## src/rtl/drs_pkg.sv

```systemverilog
package drs_pkg;

   typedef enum logic [1:0] {
      DRS_IDLE = 2'd0,
      DRS_CSET = 2'd1,
      DRS_RLOW = 2'd2,
      DRS_PREC = 2'd3
   } drs_state_e;

   function automatic int unsigned drs_max3(input int unsigned a, input int unsigned b,
                                            input int unsigned c);
      int unsigned m;
      m = (a > b) ? a : b;
      return (m > c) ? m : c;
   endfunction

endpackage

```

## src/rtl/drs_cycle_timer.sv

```systemverilog
module drs_cycle_timer #(
   parameter int unsigned LIMIT    = 4,
   parameter bit          SATURATE = 1'b0
) (
   input  logic clk,
   input  logic rst_n,
   input  logic run,
   input  logic clr,
   output logic hit
);
   localparam int unsigned CW = $clog2(LIMIT + 1);

   logic [CW-1:0] count;
   logic          at_end;

   assign at_end = (count == CW'(LIMIT - 1));
   assign hit    = run && at_end;

   if (LIMIT < 2) begin : g_bad_limit
      $error("drs_cycle_timer: LIMIT must be at least 2");
   end

   if (SATURATE) begin : g_sat
      always_ff @(posedge clk) begin
         if (!rst_n || !run || clr) count <= '0;
         else if (!at_end)          count <= count + CW'(1);
      end
   end else begin : g_wrap
      always_ff @(posedge clk) begin
         if (!rst_n || !run || clr) count <= '0;
         else if (at_end)           count <= '0;
         else                       count <= count + CW'(1);
      end
   end
endmodule

```

## src/rtl/drs_debt_counter.sv

```systemverilog
module drs_debt_counter #(
   parameter int unsigned DEBT_W     = 4,
   parameter int unsigned DEBT_LIMIT = 8
) (
   input  logic              clk,
   input  logic              rst_n,
   input  logic              inc,
   input  logic              dec,
   input  logic              clr,
   output logic [DEBT_W-1:0] debt,
   output logic              over
);
   localparam logic [DEBT_W-1:0] DMAX = {DEBT_W{1'b1}};

   if (DEBT_LIMIT >= (1 << DEBT_W) - 1) begin : g_bad_limit
      $error("drs_debt_counter: DEBT_LIMIT must be below the saturation value");
   end

   always_ff @(posedge clk) begin
      if (!rst_n || clr) begin
         debt <= '0;
      end else begin
         case ({inc, dec})
            2'b10:   if (debt != DMAX) debt <= debt + DEBT_W'(1);
            2'b01:   if (debt != '0)   debt <= debt - DEBT_W'(1);
            default: debt <= debt;
         endcase
      end
   end

   assign over = (debt > DEBT_W'(DEBT_LIMIT));
endmodule

```

## src/rtl/drs_strobe_fsm.sv

```systemverilog
module drs_strobe_fsm
   import drs_pkg::*;
#(
   parameter int unsigned CSR_CYC = 2,
   parameter int unsigned RAS_CYC = 7,
   parameter int unsigned PRE_CYC = 4
) (
   input  logic clk,
   input  logic rst_n,
   input  logic start,
   output logic cas_n,
   output logic ras_n,
   output logic idle,
   output logic done
);
   localparam int unsigned MAXC = drs_max3(CSR_CYC, RAS_CYC, PRE_CYC);
   localparam int unsigned NW   = $clog2(MAXC + 1);

   if (CSR_CYC < 1 || RAS_CYC < 1 || PRE_CYC < 1) begin : g_bad_timing
      $error("drs_strobe_fsm: every phase needs at least one cycle");
   end

   drs_state_e    state;
   logic [NW-1:0] cnt;
   logic          csr_last, ras_last, pre_last;

   assign csr_last = (cnt == NW'(CSR_CYC - 1));
   assign ras_last = (cnt == NW'(RAS_CYC - 1));
   assign pre_last = (cnt == NW'(PRE_CYC - 1));

   always_ff @(posedge clk) begin
      if (!rst_n) begin
         state <= DRS_IDLE;
         cnt   <= '0;
      end else begin
         case (state)
            DRS_IDLE: begin
               cnt <= '0;
               if (start) state <= DRS_CSET;
            end
            DRS_CSET: begin
               if (csr_last) begin
                  state <= DRS_RLOW;
                  cnt   <= '0;
               end else cnt <= cnt + NW'(1);
            end
            DRS_RLOW: begin
               if (ras_last) begin
                  state <= DRS_PREC;
                  cnt   <= '0;
               end else cnt <= cnt + NW'(1);
            end
            default: begin
               if (pre_last) begin
                  state <= DRS_IDLE;
                  cnt   <= '0;
               end else cnt <= cnt + NW'(1);
            end
         endcase
      end
   end

   assign cas_n = !(state == DRS_CSET || state == DRS_RLOW);
   assign ras_n = (state != DRS_RLOW);
   assign idle  = (state == DRS_IDLE);
   assign done  = (state == DRS_PREC) && pre_last;
endmodule

```

## src/rtl/dram_refresh_seq.sv

```systemverilog
module dram_refresh_seq #(
   parameter int unsigned PAUSE_CYC    = 25000,
   parameter int unsigned INIT_CNT     = 8,
   parameter int unsigned REF_INTERVAL = 1950,
   parameter int unsigned RETAIN_CYC   = 1000000,
   parameter int unsigned CSR_CYC      = 2,
   parameter int unsigned RAS_CYC      = 7,
   parameter int unsigned PRE_CYC      = 4,
   parameter int unsigned DEBT_W       = 4,
   parameter int unsigned DEBT_LIMIT   = 8
) (
   input  logic              clk,
   input  logic              rst_n,
   output logic              ref_req,
   input  logic              ref_gnt,
   output logic              cas_n,
   output logic              ras_n,
   output logic              init_done,
   output logic [DEBT_W-1:0] debt,
   output logic              debt_over
);
   localparam int unsigned IW = $clog2(INIT_CNT + 1);

   if (INIT_CNT < 1) begin : g_bad_init
      $error("dram_refresh_seq: INIT_CNT must be at least 1");
   end
   if (RETAIN_CYC <= REF_INTERVAL) begin : g_bad_retain
      $error("dram_refresh_seq: RETAIN_CYC must exceed REF_INTERVAL");
   end

   logic          in_pause;
   logic [IW-1:0] init_left;
   logic          pause_end, tick, ret_expired;
   logic          fsm_idle, ref_done, restart, start;

   assign init_done = !in_pause && (init_left == '0);
   assign restart   = init_done && fsm_idle && ret_expired;
   assign ref_req   = !in_pause && fsm_idle && !restart &&
                      ((init_left != '0) || (debt != '0));
   assign start     = ref_req && ref_gnt;

   drs_cycle_timer #(.LIMIT(PAUSE_CYC), .SATURATE(1'b1)) u_pause (
      .clk(clk), .rst_n(rst_n), .run(in_pause), .clr(1'b0), .hit(pause_end));

   drs_cycle_timer #(.LIMIT(REF_INTERVAL), .SATURATE(1'b0)) u_interval (
      .clk(clk), .rst_n(rst_n), .run(init_done), .clr(1'b0), .hit(tick));

   drs_cycle_timer #(.LIMIT(RETAIN_CYC), .SATURATE(1'b1)) u_retain (
      .clk(clk), .rst_n(rst_n), .run(init_done), .clr(ref_done), .hit(ret_expired));

   drs_strobe_fsm #(.CSR_CYC(CSR_CYC), .RAS_CYC(RAS_CYC), .PRE_CYC(PRE_CYC)) u_fsm (
      .clk(clk), .rst_n(rst_n), .start(start), .cas_n(cas_n), .ras_n(ras_n),
      .idle(fsm_idle), .done(ref_done));

   drs_debt_counter #(.DEBT_W(DEBT_W), .DEBT_LIMIT(DEBT_LIMIT)) u_debt (
      .clk(clk), .rst_n(rst_n), .inc(tick), .dec(ref_done && (init_left == '0)),
      .clr(restart), .debt(debt), .over(debt_over));

   always_ff @(posedge clk) begin
      if (!rst_n) begin
         in_pause  <= 1'b1;
         init_left <= '0;
      end else if (restart) begin
         in_pause  <= 1'b1;
         init_left <= '0;
      end else if (pause_end) begin
         in_pause  <= 1'b0;
         init_left <= IW'(INIT_CNT);
      end else if (ref_done && (init_left != '0)) begin
         init_left <= init_left - IW'(1);
      end
   end
endmodule

```

## config.mk

```make
export PLATFORM = sky130hd
export DESIGN_NAME = dram_refresh_seq
export DESIGN_NICKNAME = d
export VERILOG_FILES = /design/src/rtl/drs_pkg.sv /design/src/rtl/drs_cycle_timer.sv /design/src/rtl/drs_debt_counter.sv /design/src/rtl/drs_strobe_fsm.sv /design/src/rtl/dram_refresh_seq.sv
export SDC_FILE = /design/constraint.sdc
export NUM_CORES = 1
export LEC_CHECK = 0
export BUFFER_PORTS_ARGS = -buffer_cell sky130_fd_sc_hd__buf_2
export CORE_ASPECT_RATIO = 0.5
export CORE_MARGIN = 2
export CORE_UTILIZATION = 60
export CTS_BUF_LIST = sky130_fd_sc_hd__clkbuf_4
export DETAILED_ROUTE_END_ITERATION = 6
export GPL_TIMING_DRIVEN = 0
export MAX_ROUTING_LAYER = met4
export PLACE_DENSITY = 0.88
export SLEW_MARGIN = 0
export SYNTH_ARGS = -nofsm -noshare
export SYNTH_HDL_FRONTEND = slang
export SYNTH_SLANG_ARGS = --single-unit
```

## constraint.sdc

```tcl
create_clock -name clk -period 3.09 [get_ports clk]
set_input_delay 0.618 -clock clk [delete_from_list [all_inputs] [get_ports clk]]
set_output_delay 0.618 -clock clk [all_outputs]
set_load 0.02 [all_outputs]
```

==> impl_metrics.tcl <==
set metrics [dict create \
    outcome "finished clean" \
    yosysMostFrequentCell "sky130_fd_sc_hd__dfxtp_1" \
    post_synth_top_flop "sky130_fd_sc_hd__dfxtp_1" \
    power_per_cell_area_mw_per_mm2 433 \
    cts_tree "done" \
    synth_async_sr_flop_share_pct 0 \
    yosys_warning_count 0 \
    detail_route.first_pass.iterations 4 \
    ant_nets 0 \
    reported_max_cap_violation_count 0 \
    cp.required_ns 2.47 \
    cts_repair_resize_count 0 \
    syn2layout_area_growth_pct 10.1 \
    grt_antenna_before_repair 0 \
    cts.root.buffer_cell "sky130_fd_sc_hd__clkbuf_4" \
    crit_path_start_kind "flop" \
    floorplan.rows 18 \
    post_synth_main_area_contributors "sky130_fd_sc_hd__dfxtp_1, sky130_fd_sc_hd__ha_1, sky130_fd_sc_hd__nor2_1, sky130_fd_sc_hd__xnor2_1, sky130_fd_sc_hd__xor2_1" \
    grt_use_met3_pct 7.14 \
    cp-end-kind "output port" \
    cts.sink_count 60 \
    port_buffers 11 \
    top_level_ports 12 \
    normalized_max_slew_margin_pct 50.4 \
    nFillCells 397 \
    worstMarginPinSlew_ns 0.733 \
    ys_seq_area_share_pct 39.6 \
    crit_fanout 7 \
    wire_length_of_the_first_global_routing_pass_mm 10.4 \
    finalWeightedCongestion 0.895 \
    post_synth_most_frequent_cells "sky130_fd_sc_hd__dfxtp_1, sky130_fd_sc_hd__nor2_1, sky130_fd_sc_hd__nand2_1, sky130_fd_sc_hd__nand3_1, sky130_fd_sc_hd__xnor2_1" \
    postLayoutCellArea_mm2 0.00334 \
    clk_latency_ns 0.43 \
    grt_usage_pct 24.2 \
    gr-total-overflow 0 \
    period_share_pct 94.1 \
    cell_accounting_for_the_most_synthesized_area "sky130_fd_sc_hd__dfxtp_1" \
    final_hold_viol_count 0 \
    clock_tree.buffer_depth 2 \
    post-route-min-period_ns 2.91 \
    grt_start_max_net_pins 12 \
    worst_hold_path_type "flop to flop" \
    synthesis.instances 352 \
    cts_buffers 9 \
    cp_slowest_cell "sky130_fd_sc_hd__dfxtp_1" \
    post_synth_edffs 0 \
    drt-initial-drc-count 199 \
    clkTransAtPathRegs_ns 0.12 \
    global_route.usage.met2_pct 44.4 \
    global_route.peak_usage_layer "met2" \
    share_of_final_layout_standard_cells_stronger_than_drive_strength_1_pct 8.71 \
    yosysTopAreaCellShare_pct 39.6 \
    cts_post_setup_buffers_inserted 0 \
    leakagePower_nw 1.27 \
    residual_drc_count 0 \
    fmax_mhz 344 \
    diodes 0 \
    dieArea_mm2 0.00567 \
    critical_path.max_stage_delay_ns 0.45 \
    yosys.cell_types.count 47 \
    htree_levels 3 \
    dp_hpwl_mm 4.57 \
    detail_route.wl_per_cell_um 13.9 \
    total_wire_length_after_detailed_routing_mm 6.24 \
    post_syn_area_per_cell_um2 8.62 \
    timing.critical_path.cells "ha_1, and3_1, and4b_1, nand2_1, a21oi_1, nor2_1, buf_2" \
    finalSetupTns_ns 0 \
    timing_worst_setup_path_type "flop to output port" \
    grtUsageMet1_pct 24.8 \
    post_dp_cell_area_mm2 0.00318 \
    rsz_0062_raised_after_global_routing "no" \
    start_util_pct 62.1 \
    reg2reg_setup_slack_ns 0.35 \
    post_drt_via_cell_ratio 5.73 \
    finalCoreUtilization_pct 68.3 \
    syn_nets 374 \
    power.ir.vdd_worst_mv 0.345 \
    first_global_vias 2459 \
    die_h_um 54.3 \
    die_x_um 105 \
    multi_input_logic_area_mm2 0.00173 \
    timing.critical_path.arrival_ns 2.29 \
    holdBufCountCts 0 \
    skew_ns 0.0183 \
    fp.coreArea_mm2 0.00489 \
    route.vias.total 2572 \
    report.final.slew_viol_count 0 \
    synth_area_mm2 0.00303 \
    finalSetupViolations 0 \
    final-seq-area_mm2 0.00120 \
    nNetsFinal 396 \
    ys_ff_latch 60 \
]
==> registers in the layout (all words and copies together) (netlist names) <==
register,flops
u_retain.count,20
u_pause.count,15
u_interval.count,11
init_left,4
u_debt.debt,4
u_fsm.cnt,3
u_fsm.state,2
in_pause,1
==> cell usage in the layout (no fill, tap or decap), drive strengths merged, types with 4 or more instances in the layout <==
cell type  synthesis  routed
a21oi             10      10
and3              15      15
clkbuf             4      14
dfxtp             60      60
nand4              7       7
o21ai              8       8
xnor2             20      20
mux2i              6       6
inv               18      18
and4               4       4
nand2             32      32
nor4               4       4
ha                18      18
or3                5       5
xor2              16      16
nor3               7       7
nor2              48      48
a31oi              4       4
or4                4       4
buf                2      13
nand3             23      23
==> critical path: cells and delay by family, from the launching register on <==
kind / cells / cell delay, ns
buffers and inverters: 1 / 0.15
and+or+nand+nor: 4 / 0.84
adders and majority gates: 1 / 0.23
AOI/OAI and AO/OA: 1 / 0.19
DFF: 1 / 0.45
==> routing by layer <==
| layer | up-vias | part of all wire, % | wire length [µm] |
|---|---|---|---|
| met5 | - | 0 | 0 |
| met3 | 28 | 4.8 | 302 |
| met2 | 76 | 49 | 3060 |
| li1 | 1261 | - | - |
| met1 | 1207 | 43 | 2700 |
| met4 | 0 | 2.9 | 183 |
==> where the power goes <==
part / internal (mW) / switching (mW)
combinational: 0.00692 / 0.0110
clock: 0.337 / 0.309
sequential: 0.776 / 0.00539
total: 1.12 / 0.325
==> per-stage QoR <==
stage | setup slack, ns | instances | total power, mW | hold slack [ns]
after floorplan | 0.611 | 352 | 0.811 | 0.429
after global placement | 0.501 | 433 | 0.816 | 0.439
after detailed placement | 0.364 | 433 | 0.817 | 0.464
after CTS | 0.188 | 449 | 1.45 | 0.489
after global routing | 0.0194 | 449 | 1.47 | 0.500
final | 0.182 | 449 | 1.44 | 0.490
==> path summary, 6_finish.rpt <==
| kind | start | endpoint | cells past startpoint |
|---|---|---|---|
| setup / recovery | u_retain.count[0]$_SDFFE_PP0P_ | ref_req | 7 |
| hold / removal | u_interval.count[0]$_SDFF_PP0_ | u_interval.count[0]$_SDFF_PP0_ | 1 |
| setup reg to reg | init_left[0]$_SDFFE_PP0P_ | u_debt.debt[3]$_SDFFE_PP0P_ | 10 |
| hold reg to reg | u_interval.count[0]$_SDFF_PP0_ | u_interval.count[0]$_SDFF_PP0_ | 1 |
==> cells by family after synthesis <==
| family | share of synthesized area [%] |
|---|---|
| AND/OR/NAND/NOR | 29.3 |
| AO/OA/AOI/OAI | 7.34 |
| XOR/XNOR | 10.4 |
| buffers and inverters | 3.26 |
| adder cells (fa/ha/maj) | 8.09 |
| multiplexers | 1.98 |
| flip-flops | 39.6 |
==> final cells by class <==
class | count | area share [%]
timing repair buffer | 11 | 1.65
clock inverter | 6 | 2.66
inverter | 18 | 2.02
multi-input combinational | 268 | 51.9
clock buffer | 10 | 2.25
sequential | 60 | 36.0
tap | 70 | 2.62
buffer | 6 | 0.937
(Power assumes the default switching activity.)
